### src/rtl/slpw_pkg.sv
package slpw_pkg;

    typedef enum logic [1:0] {
        OSC_LP  = 2'b00,
        OSC_XT  = 2'b01,
        OSC_HS  = 2'b10,
        OSC_EXT = 2'b11
    } osc_mode_e;

    typedef enum logic [1:0] {
        ST_RUN   = 2'b00,
        ST_SLEEP = 2'b01,
        ST_OST   = 2'b10
    } core_st_e;

    // crystal-type oscillators need a start-up wait before the core resumes
    function automatic logic osc_needs_startup(input osc_mode_e m);
        return (m != OSC_EXT);
    endfunction

endpackage

### src/rtl/slpw_edge_det.sv
module slpw_edge_det (
    input  logic clk,
    input  logic rst_n,
    input  logic pin,
    output logic rise
);
    logic pin_d, pin_q;

    always_comb begin
        pin_d = pin;
    end

    always_ff @(posedge clk or negedge rst_n) begin
        if (!rst_n) pin_q <= 1'b0;
        else        pin_q <= pin_d;
    end

    assign rise = pin & ~pin_q;

    // an edge is reported in a single clock only
    p_rise_single_r1: assert property (@(posedge clk) disable iff (!rst_n)
        rise |=> !rise);

endmodule

### src/rtl/slpw_ost_timer.sv
module slpw_ost_timer #(
    parameter int unsigned LEN = 1024
) (
    input  logic clk,
    input  logic rst_n,
    input  logic start,
    output logic done
);
    localparam int unsigned CW = (LEN > 1) ? $clog2(LEN) : 1;
    localparam logic [CW-1:0] LAST = CW'(LEN - 1);

    typedef struct packed {
        logic          run;
        logic [CW-1:0] cnt;
    } tmr_s;

    tmr_s r_d, r_q;

    assign done = r_q.run && (r_q.cnt == LAST);

    always_comb begin
        r_d = r_q;
        if (start) begin
            r_d.run = 1'b1;
            r_d.cnt = '0;
        end else if (r_q.run) begin
            if (done) begin
                r_d.run = 1'b0;
                r_d.cnt = '0;
            end else begin
                r_d.cnt = r_q.cnt + CW'(1);
            end
        end
    end

    always_ff @(posedge clk or negedge rst_n) begin
        if (!rst_n) r_q <= '0;
        else        r_q <= r_d;
    end

    p_cnt_bound_r2: assert property (@(posedge clk) disable iff (!rst_n)
        r_q.run |-> (r_q.cnt <= LAST));

    p_done_once_r2: assert property (@(posedge clk) disable iff (!rst_n)
        (done && !start) |=> !done);

endmodule

### src/rtl/slpw_fetch_seq.sv
module slpw_fetch_seq #(
    parameter int unsigned AW  = 16,
    parameter int unsigned QPI = 4
) (
    input  logic          clk,
    input  logic          rst_n,
    input  logic          halt,
    input  logic          load,
    input  logic [AW-1:0] load_addr,
    input  logic          load_dummy,
    output logic          fetch_valid,
    output logic [AW-1:0] fetch_addr,
    output logic          flush
);
    localparam int unsigned QW = (QPI > 1) ? $clog2(QPI) : 1;
    localparam logic [QW-1:0] QLAST = QW'(QPI - 1);
    localparam logic [AW-1:0] WORD_STEP = AW'(2);

    typedef struct packed {
        logic [QW-1:0] qcnt;
        logic [AW-1:0] pc;
        logic          dpend;
        logic          fv;
        logic [AW-1:0] fa;
        logic          fl;
    } seq_s;

    seq_s r_d, r_q;

    always_comb begin
        r_d    = r_q;
        r_d.fv = 1'b0;
        r_d.fl = 1'b0;
        if (load) begin
            r_d.pc    = load_addr;
            r_d.dpend = load_dummy;
            r_d.qcnt  = '0;
        end else if (!halt) begin
            if (r_q.qcnt == QLAST) begin
                r_d.qcnt = '0;
                if (r_q.dpend) begin
                    r_d.fl    = 1'b1;
                    r_d.dpend = 1'b0;
                end else begin
                    r_d.fv = 1'b1;
                    r_d.fa = r_q.pc;
                    r_d.pc = r_q.pc + WORD_STEP;
                end
            end else begin
                r_d.qcnt = r_q.qcnt + QW'(1);
            end
        end
    end

    always_ff @(posedge clk or negedge rst_n) begin
        if (!rst_n) r_q <= '0;
        else        r_q <= r_d;
    end

    assign fetch_valid = r_q.fv;
    assign fetch_addr  = r_q.fa;
    assign flush       = r_q.fl;

    p_slot_gap_r7: assert property (@(posedge clk) disable iff (!rst_n)
        (fetch_valid || flush) |=> !(fetch_valid || flush));

    p_flush_no_fetch_r4: assert property (@(posedge clk) disable iff (!rst_n)
        flush |-> !fetch_valid);

endmodule

### src/rtl/slpw_wake_ctrl.sv
module slpw_wake_ctrl #(
    parameter int unsigned   AW       = 16,
    parameter int unsigned   OST_LEN  = 1024,
    parameter int unsigned   QPI      = 4,
    parameter logic [AW-1:0] VEC_ADDR = AW'(8)
) (
    input  logic          clk,
    input  logic          rst_n,
    input  logic          sleep_req,
    input  logic [AW-1:0] pc_in,
    input  logic          int_pin,
    input  logic [1:0]    osc_mode,
    input  logic          gie_we,
    input  logic          gie_wdata,
    input  logic          flag_clr,
    output logic          fetch_valid,
    output logic [AW-1:0] fetch_addr,
    output logic          flush,
    output logic          int_flag,
    output logic          gie,
    output logic          core_halt
);
    import slpw_pkg::*;

    localparam logic [AW-1:0] RESUME_OFS = AW'(4);

    typedef struct packed {
        core_st_e      st;
        logic          flag;
        logic          gie;
        logic [AW-1:0] ret_pc;
    } ctl_s;

    ctl_s          r_d, r_q;
    logic          pin_rise;
    logic          tmr_start, tmr_done;
    logic          wake_now;
    logic          seq_load, seq_dummy;
    logic [AW-1:0] seq_addr;

    slpw_edge_det u_edge (
        .clk   (clk),
        .rst_n (rst_n),
        .pin   (int_pin),
        .rise  (pin_rise)
    );

    slpw_ost_timer #(.LEN(OST_LEN)) u_ost (
        .clk   (clk),
        .rst_n (rst_n),
        .start (tmr_start),
        .done  (tmr_done)
    );

    slpw_fetch_seq #(.AW(AW), .QPI(QPI)) u_seq (
        .clk         (clk),
        .rst_n       (rst_n),
        .halt        (core_halt),
        .load        (seq_load),
        .load_addr   (seq_addr),
        .load_dummy  (seq_dummy),
        .fetch_valid (fetch_valid),
        .fetch_addr  (fetch_addr),
        .flush       (flush)
    );

    always_comb begin
        r_d       = r_q;
        tmr_start = 1'b0;
        wake_now  = 1'b0;
        seq_load  = 1'b0;
        seq_dummy = 1'b0;
        seq_addr  = r_q.ret_pc;

        unique case (r_q.st)
            ST_RUN: begin
                if (sleep_req && !r_q.flag && !pin_rise) begin
                    r_d.st     = ST_SLEEP;
                    r_d.ret_pc = pc_in + RESUME_OFS;
                end
            end
            ST_SLEEP: begin
                if (pin_rise) begin
                    if (osc_needs_startup(osc_mode_e'(osc_mode))) begin
                        r_d.st    = ST_OST;
                        tmr_start = 1'b1;
                    end else begin
                        wake_now = 1'b1;
                    end
                end
            end
            ST_OST: begin
                if (tmr_done) wake_now = 1'b1;
            end
            default: r_d.st = ST_RUN;
        endcase

        if (gie_we) r_d.gie = gie_wdata;

        if (wake_now) begin
            r_d.st   = ST_RUN;
            seq_load = 1'b1;
            if (r_q.gie) begin
                seq_addr  = VEC_ADDR;
                seq_dummy = 1'b1;
                r_d.gie   = 1'b0;
            end
        end

        if (pin_rise)      r_d.flag = 1'b1;
        else if (flag_clr) r_d.flag = 1'b0;
    end

    always_ff @(posedge clk or negedge rst_n) begin
        if (!rst_n) begin
            r_q.st     <= ST_RUN;
            r_q.flag   <= 1'b0;
            r_q.gie    <= 1'b0;
            r_q.ret_pc <= '0;
        end else begin
            r_q <= r_d;
        end
    end

    assign int_flag  = r_q.flag;
    assign gie       = r_q.gie;
    assign core_halt = (r_q.st != ST_RUN);

    p_flag_set_r1: assert property (@(posedge clk) disable iff (!rst_n)
        pin_rise |=> int_flag);

    p_flag_hold_r1: assert property (@(posedge clk) disable iff (!rst_n)
        (int_flag && !flag_clr) |=> int_flag);

    p_xtal_wait_r2: assert property (@(posedge clk) disable iff (!rst_n)
        (r_q.st == ST_SLEEP && pin_rise && osc_mode != 2'b11) |=> (r_q.st == ST_OST));

    p_ext_fast_r3: assert property (@(posedge clk) disable iff (!rst_n)
        (r_q.st == ST_SLEEP && pin_rise && osc_mode == 2'b11) |=> (r_q.st == ST_RUN));

    p_vec_clear_r6: assert property (@(posedge clk) disable iff (!rst_n)
        (wake_now && gie) |=> !gie);

    p_blocked_r8: assert property (@(posedge clk) disable iff (!rst_n)
        (r_q.st == ST_RUN && sleep_req && (int_flag || pin_rise)) |=> !core_halt);

    p_quiet_r9: assert property (@(posedge clk) disable iff (!rst_n)
        (core_halt && $past(core_halt)) |-> (!fetch_valid && !flush));

    p_gie_write_r10: assert property (@(posedge clk) disable iff (!rst_n)
        (gie_we && !wake_now) |=> (gie == $past(gie_wdata)));

endmodule

### config.mk
export PLATFORM = sky130hd
export DESIGN_NAME = slpw_wake_ctrl
export DESIGN_NICKNAME = d
export VERILOG_FILES = /design/src/rtl/slpw_pkg.sv /design/src/rtl/slpw_edge_det.sv /design/src/rtl/slpw_ost_timer.sv /design/src/rtl/slpw_fetch_seq.sv /design/src/rtl/slpw_wake_ctrl.sv
export SDC_FILE = /design/constraint.sdc
export NUM_CORES = 1
export LEC_CHECK = 0
export CORE_UTILIZATION = 55
export CTS_CLUSTER_SIZE = 14
export DETAILED_ROUTE_END_ITERATION = 8
export GPL_ROUTABILITY_DRIVEN = 0
export GPL_TIMING_DRIVEN = 1
export PLACE_DENSITY = 0.81
export SYNTH_ARGS = -nofsm -noshare
export SYNTH_HDL_FRONTEND = slang
export SYNTH_SLANG_ARGS = --single-unit
### constraint.sdc
create_clock -name clk -period 2.7 [get_ports clk]
set_input_delay 0.54 -clock clk [delete_from_list [all_inputs] [get_ports clk]]
set_output_delay 0.54 -clock clk [all_outputs]
set_load 0.005 [all_outputs]
==> metrics.md, run 1 <==
| Metric | Value |
|---|---|
| Most area-consuming cells after synthesis | `dfrtp_1 49%, nand2_1 4.7%, o21ai_0 4.7%, xor2_1 4.5%, mux2_4 3.8%` |
| Die area | `0.00673 mm²` |
| Sequential Power Share | `0.457` |
| Drt first pass iters | `4` |
| Overall routing resource usage | `0.216` |
| Pint | `2760 µW` |
| Synth Warn # | `0` |
| Clk slew on worst S/H paths | `70 ps` |
| Worst Hold Margin | `233 ps` |
| Critical path's most frequent cell | `inv_1` |
| Multi-input logic area | `0.00159 mm²` |
| DP Cell Count | `437` |
| Vias | `2488` |
| Measured slew at the worst slew-check pin | `672 ps` |
| Post-CTS repair timing setup buffer count | `0` |
| CP startpoint kind | `register` |
| Max Cap Violations | `0` |
| PostCTS Resize Cnt | `0` |
| Power after layout | `4090 µW` |
| Worst path max stage delay | `480 ps` |
| CP Data Required Time | `2160 ps` |
| First DRT Iteration DRCs | `131` |
| Die Y-Extent | `82.0 µm` |
| Number of I/O port buffers | `45` |
| First-pass GRT wire length | `10.8 mm` |
| Post-synth top area share | `0.490` |
| Grt ovf | `0` |
| Row cnt | `28` |
| Io pins | `46` |
| VDD IR max | `597 µV` |
| Setup tns final | `0 ps` |
| Vias in the first global route | `2364` |
| RSZ-0062 raised after global routing | `no` |
| Comb power frac | `0.338` |
| Post-detail-place hpwl | `4.49 mm` |
| Hold_buf cts | `0` |
| Hold Crit Class | `in -> async` |
| Via/cell ratio | `5.50` |
| Crit-path max FO | `8` |
| DRC viols | `0` |
| Worst Setup Path Type | `reg -> out` |
| R2r endpoint | `u_seq.fetch_addr[0]` |
| Fill cell count | `486` |
| Clock root buffer | `clkbuf_8` |
| Synthesized instance count | `341` |
| Cells on worst reg2reg path | `8` |
| Synth cell count leaders | `69 x dfrtp_1, 44 x nand2_1, 33 x o21ai_0, 18 x xor2_1` |
| Max-slew headroom | `0.552` |
| Synth-to-layout area growth | `16.9%` |
| CTS Buf Count | `9` |
| Psw | `1330 µW` |
| Width of the die | `82.0 µm` |
| PwrDens | `993 mW/mm²` |
| Longest Clk Path Bufs | `2` |
| Layout cells sized above 1 | `0.117` |
| Synth Flop Type | `dfrtp_1` |
| Final setup viols | `0` |
| Fin cells | `452` |
| Routed len/inst | `13.5 µm` |
| Core area | `0.00606 mm²` |
| Antenna Nets Post-Route | `0` |
| Ant diodes | `0` |
| #FFs+latches synth | `69` |
| Final hold vios | `0` |
| Switching part of the total | `0.325` |
| Total wire length | `6.12 mm` |
| Tmin final | `2370 ps` |
| Final max-slew violation count | `0` |
| Status | `completed` |
| R2R setup slack | `600 ps` |
| Async SR Flop Fraction | `1.00` |
| Clock network power share | `0.205` |
| Crit-path slowest cell | `clkdlybuf4s50_1` |
| Fmax | `0.422 GHz` |
| Avg Cell Area, Syn | `10.3 µm²` |
| CTS sink count | `69` |
| Mapped Area | `0.00352 mm²` |
| Largest net degree at the start of global routing | `42` |
| EDFF count, synth | `0` |
| Crit end category | `output pin` |
| Critical path arrival | `1830 ps` |
| Clk_lat worst skew | `340 ps` |
| Clock Skews | `9.51 ps` |
| Worst r2r src | `r_q[18]` |
| Nets@finish | `406` |
| CTS tree | `built` |
| Cells along the critical path | `inv_1 -> ha_1 -> inv_1 -> clkdlybuf4s50_1` |
| Leak Pwr | `0.00174 µW` |
| FF/Latch Area | `0.00173 mm²` |
| Pre-CTS setup slack | `291 ps` |
| Largest area contributor in the netlist | `dfrtp_1` |
| Initial antenna violation count | `0` |
| Most numerous cell in the Yosys netlist | `dfrtp_1` |
| Net Count, Synth | `374` |
| H-tree levels | `3` |
| Yosys cell types | `39` |
| Register area share after synthesis | `0.490` |
| PnR worst setup slack | `330 ps` |
| Crit share post-route | `0.878` |
| Initial Util | `0.581` |
-- power groups by stage --
stage          sequential [µW]  clock (µW)  combinational (µW)
5_1_grt                   1940         901                1570
4_1_cts                   1870         852                1400
3_3_place_gp              1860           0                1330
3_5_place_dp              1880           0                1380
2_1_floorplan             1770           0                1080
6_report                  1870         838                1380
-- metal layers --
| layer | wire [µm] | GRT usage |
|---|---|---|
| met3 | 276 | 0.0511 |
| met5 | 0 | 0 |
| met2 | 2640 | 0.306 |
| met1 | 3080 | 0.306 |
| met4 | 136 | 0.112 |
-- final cells by class --
| cell class | instances | area share |
|---|---|---|
| flip-flops and latches | 69 | 0.419 |
| inverters | 7 | 0.00638 |
| well taps | 75 | 0.0228 |
| clock buffers | 11 | 0.0368 |
| repair buffers | 49 | 0.118 |
| multi-input cells | 237 | 0.385 |
| clock inverters | 4 | 0.0115 |
-- per-stage QoR --
| stage | util | area, µm² |
|---|---|---|
| floorplan | - | 3520 |
| global placement | 0.647 | 3920 |
| detailed placement | 0.647 | 3920 |
| CTS | 0.680 | 4120 |
| global route | 0.680 | 4120 |
| finish | 0.680 | 4120 |
-- logic make-up (layout without fill, tap and decap cells) --
group,Yosys count,in the layout,share of synthesized area
multiplexers,23,23,0.0817
adder cells (fa/ha/maj),8,8,0.0284
XOR/XNOR,29,29,0.0721
flip-flops,69,69,0.490
buffers and inverters,35,71,0.0600
AO/OA/AOI/OAI,47,47,0.0728
AND/OR/NAND/NOR,130,130,0.195
-- worst max-delay path by stage --
stage,start,cells past startpoint,slack [ps],end
after floorplan,r_q[18],9,600,u_seq.fetch_addr[10]
after global placement,int_pin,7,350,u_seq.fetch_addr[6]
after detailed placement,int_pin,7,290,u_seq.fetch_addr[4]
after CTS,r_q[18],4,320,core_halt
after global routing,r_q[19],4,200,core_halt
final,r_q[18],4,330,core_halt
-- flip-flops by register name (all words and copies together) (netlist names) --
name / cells
u_ost.r_q: 11
u_edge.pin_q: 1
gie: 1
int_flag: 1
u_seq.r_q: 19
u_seq.fetch_addr: 16
u_seq.flush: 1
r_q: 18
u_seq.fetch_valid: 1
-- cell usage in the layout (no fill, tap or decap), types with 3 or more instances in the layout --
master           synthesis  routed
dfrtp_1                 69      69
nand2_1                 44      44
clkdlybuf4s50_1          0      44
o21ai_0                 33      33
xor2_1                  18      18
nor2_1                  17      17
nand3_1                 17      17
nand3b_1                14      14
xnor2_1                 11      11
clkbuf_8                 0      11
mux2_2                  10      10
mux2_4                   9       9
nor3_1                   8       8
ha_1                     8       8
inv_1                    7       7
nand4_1                  7       7
a21oi_1                  7       7
mux2i_1                  4       4
and3_1                   4       4
nand3_2                  3       3
or3_1                    3       3
buf_4                   16       3
-- worst max-delay path: cells and delay by family, from the launching register on --
family | cells | cell delay [ps]
adders and majority gates | 1 | 350
DFF | 1 | 390
buffers and inverters | 3 | 750
Note: power is estimated with default switching activity, not from simulation.
==> run 2: changes to the inputs <==
Settings changed: CORE_ASPECT_RATIO set to 1.1, CORE_UTILIZATION 55 to 59, HOLD_SLACK_MARGIN set to 0.1, PLACE_DENSITY 0.81 to 0.86.
Clock period 2.7 ns to 2.9 ns, I/O delays scaled along.
==> run 2 against run 1 <==
  * Cell count up 0.88%
  * Critical path depth did not move
  * Sequential power down 7%
  * Register-to-register slack better by 100 ps
  * Die area fell by 6.6%
  * Sequential cell count unchanged
  * Utilization is 4.0 points higher
  * Critical path type unchanged
  * Critical endpoint unchanged
==> metrics.md, run 2 (synthesis results as in run 1) <==
| Metric | Value |
|---|---|
| Status | `completed (unchanged)` |
| CTS tree | `built (unchanged)` |
| Synth-to-layout area growth | `17.9% (was 16.9%)` |
| Psw | `1260 µW (was 1330 µW)` |
| Number of I/O port buffers | `45 (unchanged)` |
| Hold_buf cts | `0 (unchanged)` |
| Sequential Power Share | `0.444 (was 0.457)` |
| Fill cell count | `413 (was 486)` |
| PwrDens | `940 mW/mm² (was 993 mW/mm²)` |
| Row cnt | `29 (was 28)` |
| Crit-path max FO | `8 (unchanged)` |
| Vias in the first global route | `2463 (was 2364)` |
| Final setup viols | `0 (unchanged)` |
| PostCTS Resize Cnt | `0 (unchanged)` |
| Comb power frac | `0.336 (was 0.338)` |
| Measured slew at the worst slew-check pin | `466 ps (was 672 ps)` |
| Vias | `2491 (was 2488)` |
| Leak Pwr | `0.00175 µW (was 0.00174 µW)` |
| Switching part of the total | `0.324 (was 0.325)` |
| Post-DP Area | `0.00393 mm² (was 0.00392 mm²)` |
| Max Cap Violations | `0 (unchanged)` |
| Max reg flops | `19 (unchanged)` |
| Grt ovf | `0 (unchanged)` |
| Post-detail-place hpwl | `4.57 mm (was 4.49 mm)` |
| Die area | `0.00629 mm² (was 0.00673 mm²)` |
| Crit end category | `output pin (unchanged)` |
| Largest net degree at the start of global routing | `70 (was 42)` |
| Io pins | `46 (unchanged)` |
| Setup tns final | `0 ps (unchanged)` |
| Overall routing resource usage | `0.238 (was 0.216)` |
| Tmin final | `2440 ps` |
| Final max-slew violation count | `0 (unchanged)` |
| First DRT Iteration DRCs | `97 (was 131)` |
| CTS Buf Count | `9 (unchanged)` |
| Final hold vios | `0 (unchanged)` |
| H-tree levels | `3 (unchanged)` |
| Via/cell ratio | `5.46 (was 5.50)` |
| Drt first pass iters | `4 (unchanged)` |
| CTS sink count | `69 (unchanged)` |
| Width of the die | `75.7 µm (was 82.0 µm)` |
| Worst r2r src | `r_q[18] (unchanged)` |
| Max-slew headroom | `0.687 (was 0.552)` |
| Longest Clk Path Bufs | `2 (unchanged)` |
| Antenna Nets Post-Route | `0 (unchanged)` |
| R2r endpoint | `u_seq.fetch_addr[10] (was u_seq.fetch_addr[0])` |
| Core area | `0.00577 mm² (was 0.00606 mm²)` |
| Total wire length | `6.45 mm (was 6.12 mm)` |
| Initial antenna violation count | `0 (unchanged)` |
| Pint | `2640 µW (was 2760 µW)` |
| Most common cell after layout, fill and taps aside | `dfrtp_1 (unchanged)` |
| Layout cells sized above 1 | `0.121 (was 0.117)` |
| Initial Util | `0.611 (was 0.581)` |
| Clock network power share | `0.221 (was 0.205)` |
| Die Y-Extent | `83.1 µm (was 82.0 µm)` |
| Met1 usage in global routing | `0.309 (was 0.306)` |
| Nets@finish | `407 (was 406)` |
| Hold Crit Class | `in -> async (unchanged)` |
| Clock Skews | `9.36 ps (was 9.51 ps)` |
| Routed len/inst | `14.2 µm (was 13.5 µm)` |
| Clock root buffer | `clkbuf_8 (unchanged)` |
| Most used routing layer | `met2 (was met1)` |
| GR met3 Demand/Resource | `0.0704 (was 0.0511)` |
| Most frequent cells in the layout | `69 x dfrtp_1, 44 x nand2_1, 44 x clkdlybuf4s50_1 (unchanged)` |
| Crit share post-route | `0.843` |
| CP startpoint kind | `register (unchanged)` |
| Critical path arrival | `1860 ps (was 1830 ps)` |
| CP Data Required Time | `2320 ps (was 2160 ps)` |
| RSZ-0062 raised after global routing | `no (unchanged)` |
| Cells on worst reg2reg path | `8 (unchanged)` |
| Worst Setup Path Type | `reg -> out (unchanged)` |
| Ant diodes | `0 (unchanged)` |
| Clk_lat worst skew | `340 ps (about the same)` |
| DRC viols | `0 (unchanged)` |
| Post-CTS repair timing setup buffer count | `0 (unchanged)` |
| VDD IR max | `544 µV (was 597 µV)` |
| Largest reg by FF count | `u_seq.r_q (unchanged)` |
| R2R setup slack | `700 ps (was 600 ps)` |
| Post-route cell area | `0.00415 mm² (was 0.00412 mm²)` |
| Met2 Track Usage GR | `0.365 (was 0.306)` |
| Fmax | `0.409 GHz` |
| Clk slew on worst S/H paths | `80 ps (was 70 ps)` |
| First-pass GRT wire length | `11.2 mm (was 10.8 mm)` |
## run 2: area by class of cell
class                      instances  area (µm²)  area share
sequential                        69        1730       0.416
inverter                           7        26.3     0.00633
tap                               77        96.3      0.0232
multi-input combinational        237        1590       0.382
timing repair buffer              50         495       0.119
clock buffer                      10         138      0.0331
clock inverter                     6        86.3      0.0208
## run 2: power by group through the flow
| stage | Clock [µW] | Combinational, µW | Sequential [µW] |
|---|---|---|---|
| 2_1_floorplan | 0 | 1010 | 1650 |
| 3_3_place_gp | 0 | 1240 | 1710 |
| 3_5_place_dp | 0 | 1300 | 1750 |
| 4_1_cts | 883 | 1320 | 1730 |
| 5_1_grt | 924 | 1480 | 1790 |
| 6_report | 861 | 1310 | 1730 |
## run 2: worst max path at each step
stage / slack, ps / to / startpoint / cells past startpoint
floorplan: 800 / u_seq.fetch_addr[10] / r_q[18] / 9
global placement: 520 / u_seq.fetch_addr[14] / osc_mode[0] / 7
detailed placement: 460 / u_seq.fetch_addr[4] / int_pin / 7
CTS: 460 / core_halt / r_q[18] / 4
global route: 370 / core_halt / r_q[18] / 4
finish: 460 / core_halt / r_q[18] / 4
## run 2: routing by layer
layer | part of all wire | wire (µm)
met1 | 0.46 | 2960
met2 | 0.48 | 3110
met3 | 0.035 | 228
met4 | 0.024 | 153
met5 | 0 | 0
## run 2: metrics by stage
stage	hold WS, ps	std cells	total power, µW	util	worst slack, ps
floorplan	284	341	2650	-	797
global placement	464	440	2960	0.681	522
detailed placement	469	440	3050	0.681	458
CTS	245	456	3930	0.720	464
global route	266	456	4190	0.720	371
finish	237	456	3900	0.720	456
## run 2: critical path: stages, from the launching register on
cell and delay [ps]:
dfrtp_1 400, inv_1 140, ha_1 360, inv_1 150, clkdlybuf4s50_1 470
==> run 3: changes to the inputs <==
Settings changed: CORE_UTILIZATION 59 to 55, PLACE_DENSITY 0.86 to 0.81.
Clock period 2.9 ns to 2.53 ns, I/O delays scaled along.
==> run 3 against run 2 <==
  * Cell count is 0.88% higher
  * Critical path type unchanged
  * Clock power increased by 28%
  * Clock skew down 2.5 ps
  * Global-route usage decreased by 1.6 points
  * Setup slack got worse by 240 ps
  * Register-to-register slack lost 240 ps
==> metrics.md, run 3 (synthesis results as in run 1) <==
| Metric | Value |
|---|---|
| Status | `completed (unchanged)` |
| CTS sink count | `69 (unchanged)` |
| Number of I/O port buffers | `45 (unchanged)` |
| VDD IR max | `610 µV (was 544 µV)` |
| Total wire length | `6.40 mm (was 6.45 mm)` |
| Leak Pwr | `0.00178 µW (was 0.00175 µW)` |
| CTS tree | `built (unchanged)` |
| Max reg flops | `19 (unchanged)` |
| Io pins | `46 (unchanged)` |
| Ant diodes | `0 (unchanged)` |
| Max-slew headroom | `0.696 (was 0.687)` |
| Most frequent cells in the layout | `69 x dfrtp_1, 44 x nand2_1, 44 x clkdlybuf4s50_1 (unchanged)` |
| Width of the die | `78.3 µm (was 75.7 µm)` |
| Row cnt | `30 (was 29)` |
| Hold Crit Class | `in -> async (unchanged)` |
| Largest reg by FF count | `u_seq.r_q (unchanged)` |
| First DRT Iteration DRCs | `123 (was 97)` |
| Pre-CTS setup slack | `230 ps (was 458 ps)` |
| Measured slew at the worst slew-check pin | `452 ps (was 466 ps)` |
| Initial Util | `0.569 (was 0.611)` |
| Fin cells | `460 (was 456)` |
| Core area | `0.00619 mm² (was 0.00577 mm²)` |
| Die area | `0.00673 mm² (was 0.00629 mm²)` |
| Critical path arrival | `1810 ps (was 1860 ps)` |
| PnR worst setup slack | `216 ps (was 456 ps)` |
| PwrDens | `1090 mW/mm² (was 940 mW/mm²)` |
| Grt ovf | `0 (unchanged)` |
| RSZ-0062 raised after global routing | `no (unchanged)` |
| Hold_buf cts | `0 (unchanged)` |
| First-pass GRT wire length | `11.4 mm (was 11.2 mm)` |
| Final hold vios | `0 (unchanged)` |
| Power after layout | `4590 µW (was 3900 µW)` |
| Layout cells sized above 1 | `0.124 (was 0.121)` |
| Antenna Nets Post-Route | `0 (unchanged)` |
| CTS Buf Count | `9 (unchanged)` |
| Overall routing resource usage | `0.222 (was 0.238)` |
| Crit end category | `output pin (unchanged)` |
| Fill cell count | `492 (was 413)` |
| Clock Skews | `6.81 ps (was 9.36 ps)` |
| CP startpoint kind | `register (unchanged)` |
| Crit-path max FO | `8 (unchanged)` |
| PostCTS Resize Cnt | `0 (unchanged)` |
| Worst Hold Margin | `192 ps (was 237 ps)` |
| Fmax | `0.432 GHz` |
| Post-detail-place hpwl | `4.44 mm (was 4.57 mm)` |
| Vias in the first global route | `2425 (was 2463)` |
| Initial antenna violation count | `0 (unchanged)` |
| Max Cap Violations | `0 (unchanged)` |
| Post-CTS repair timing setup buffer count | `0 (unchanged)` |
| Routed len/inst | `13.9 µm (was 14.2 µm)` |
| Vias | `2477 (was 2491)` |
| DRC viols | `0 (unchanged)` |
| Clk_lat worst skew | `340 ps (about the same)` |
| Most common cell after layout, fill and taps aside | `dfrtp_1 (unchanged)` |
| Final setup viols | `0 (unchanged)` |
| H-tree levels | `3 (unchanged)` |
| Nets@finish | `409 (was 407)` |
| Final max-slew violation count | `0 (unchanged)` |
| Via/cell ratio | `5.38 (was 5.46)` |
| CP Data Required Time | `2020 ps (was 2320 ps)` |
| Synth-to-layout area growth | `19.4% (was 17.9%)` |
| Longest Clk Path Bufs | `2 (unchanged)` |
| Tmin final | `2310 ps` |
| Clk slew on worst S/H paths | `70 ps (was 80 ps)` |
| Worst Setup Path Type | `reg -> out (unchanged)` |
| Die Y-Extent | `85.9 µm (was 83.1 µm)` |
| Drt first pass iters | `4 (unchanged)` |
| DP Cell Count | `445 (was 440)` |
| Clock root buffer | `clkbuf_8 (unchanged)` |
| Largest net degree at the start of global routing | `70 (unchanged)` |
| Setup tns final | `0 ps (unchanged)` |
| Crit share post-route | `0.915` |
## run 3: changes by cell type in the layout (fill, tap and decap cells not counted), sizes merged
| cell | delta |
|---|---|
| clkinvlp | -1 |
| bufinv | +1 |
| clkinv | -2 |
| buf | +2 |
| clkbuf | +1 |
## run 3: metrics by stage
stage | cell area (µm²) | util
finish | 4210 | 0.679
global route | 4210 | 0.679
CTS | 4210 | 0.679
detailed placement | 3960 | 0.640
global placement | 3960 | 0.640
floorplan | 3520 | -
## run 3: routing by layer
layer | vias up | part of all wire | track usage
met4 | 0 | 0.018 | 0.0976
met2 | 51 | 0.47 | 0.346
met3 | 10 | 0.035 | 0.0500
li1 | 1231 | - | -
met1 | 1185 | 0.47 | 0.297
met5 | - | 0 | 0
## run 3: final timing paths
path | end | slack [ps] | start | cells past startpoint
max | core_halt | 220 | r_q[18] | 4
min | u_seq.fetch_addr[10] | 190 | rst_n | 2
max reg2reg | u_seq.fetch_addr[9] | 460 | r_q[18] | 8
min reg2reg | r_q[14] | 490 | r_q[14] | 2
max in group asynchronous | u_ost.r_q[1] | 2070 | rst_n | 2
min in group clk | r_q[14] | 490 | r_q[14] | 2
## run 3: critical path, cell delays in order, from the launching register on
cell	delay [ps]
dfrtp_1	390
inv_1	120
ha_1	340
inv_1	150
clkdlybuf4s50_1	460
## run 3: layout make-up
cell class	count	area [µm²]	area share
Sequential cell	69	1730	0.410
Multi-Input combinational cell	237	1590	0.377
Timing Repair Buffer	52	523	0.124
Clock buffer	11	151	0.0360
Tap cell	80	100	0.0238
Clock inverter	4	95.1	0.0226
Inverter	7	26.3	0.00624
## run 3: power by group
| part | total [µW] | leakage, µW | switching, µW | internal, µW |
|---|---|---|---|---|
| clock network | 1100 | 0.000125 | 395 | 701 |
| registers | 1980 | 0.000831 | 386 | 1590 |
| logic | 1520 | 0.000824 | 640 | 876 |
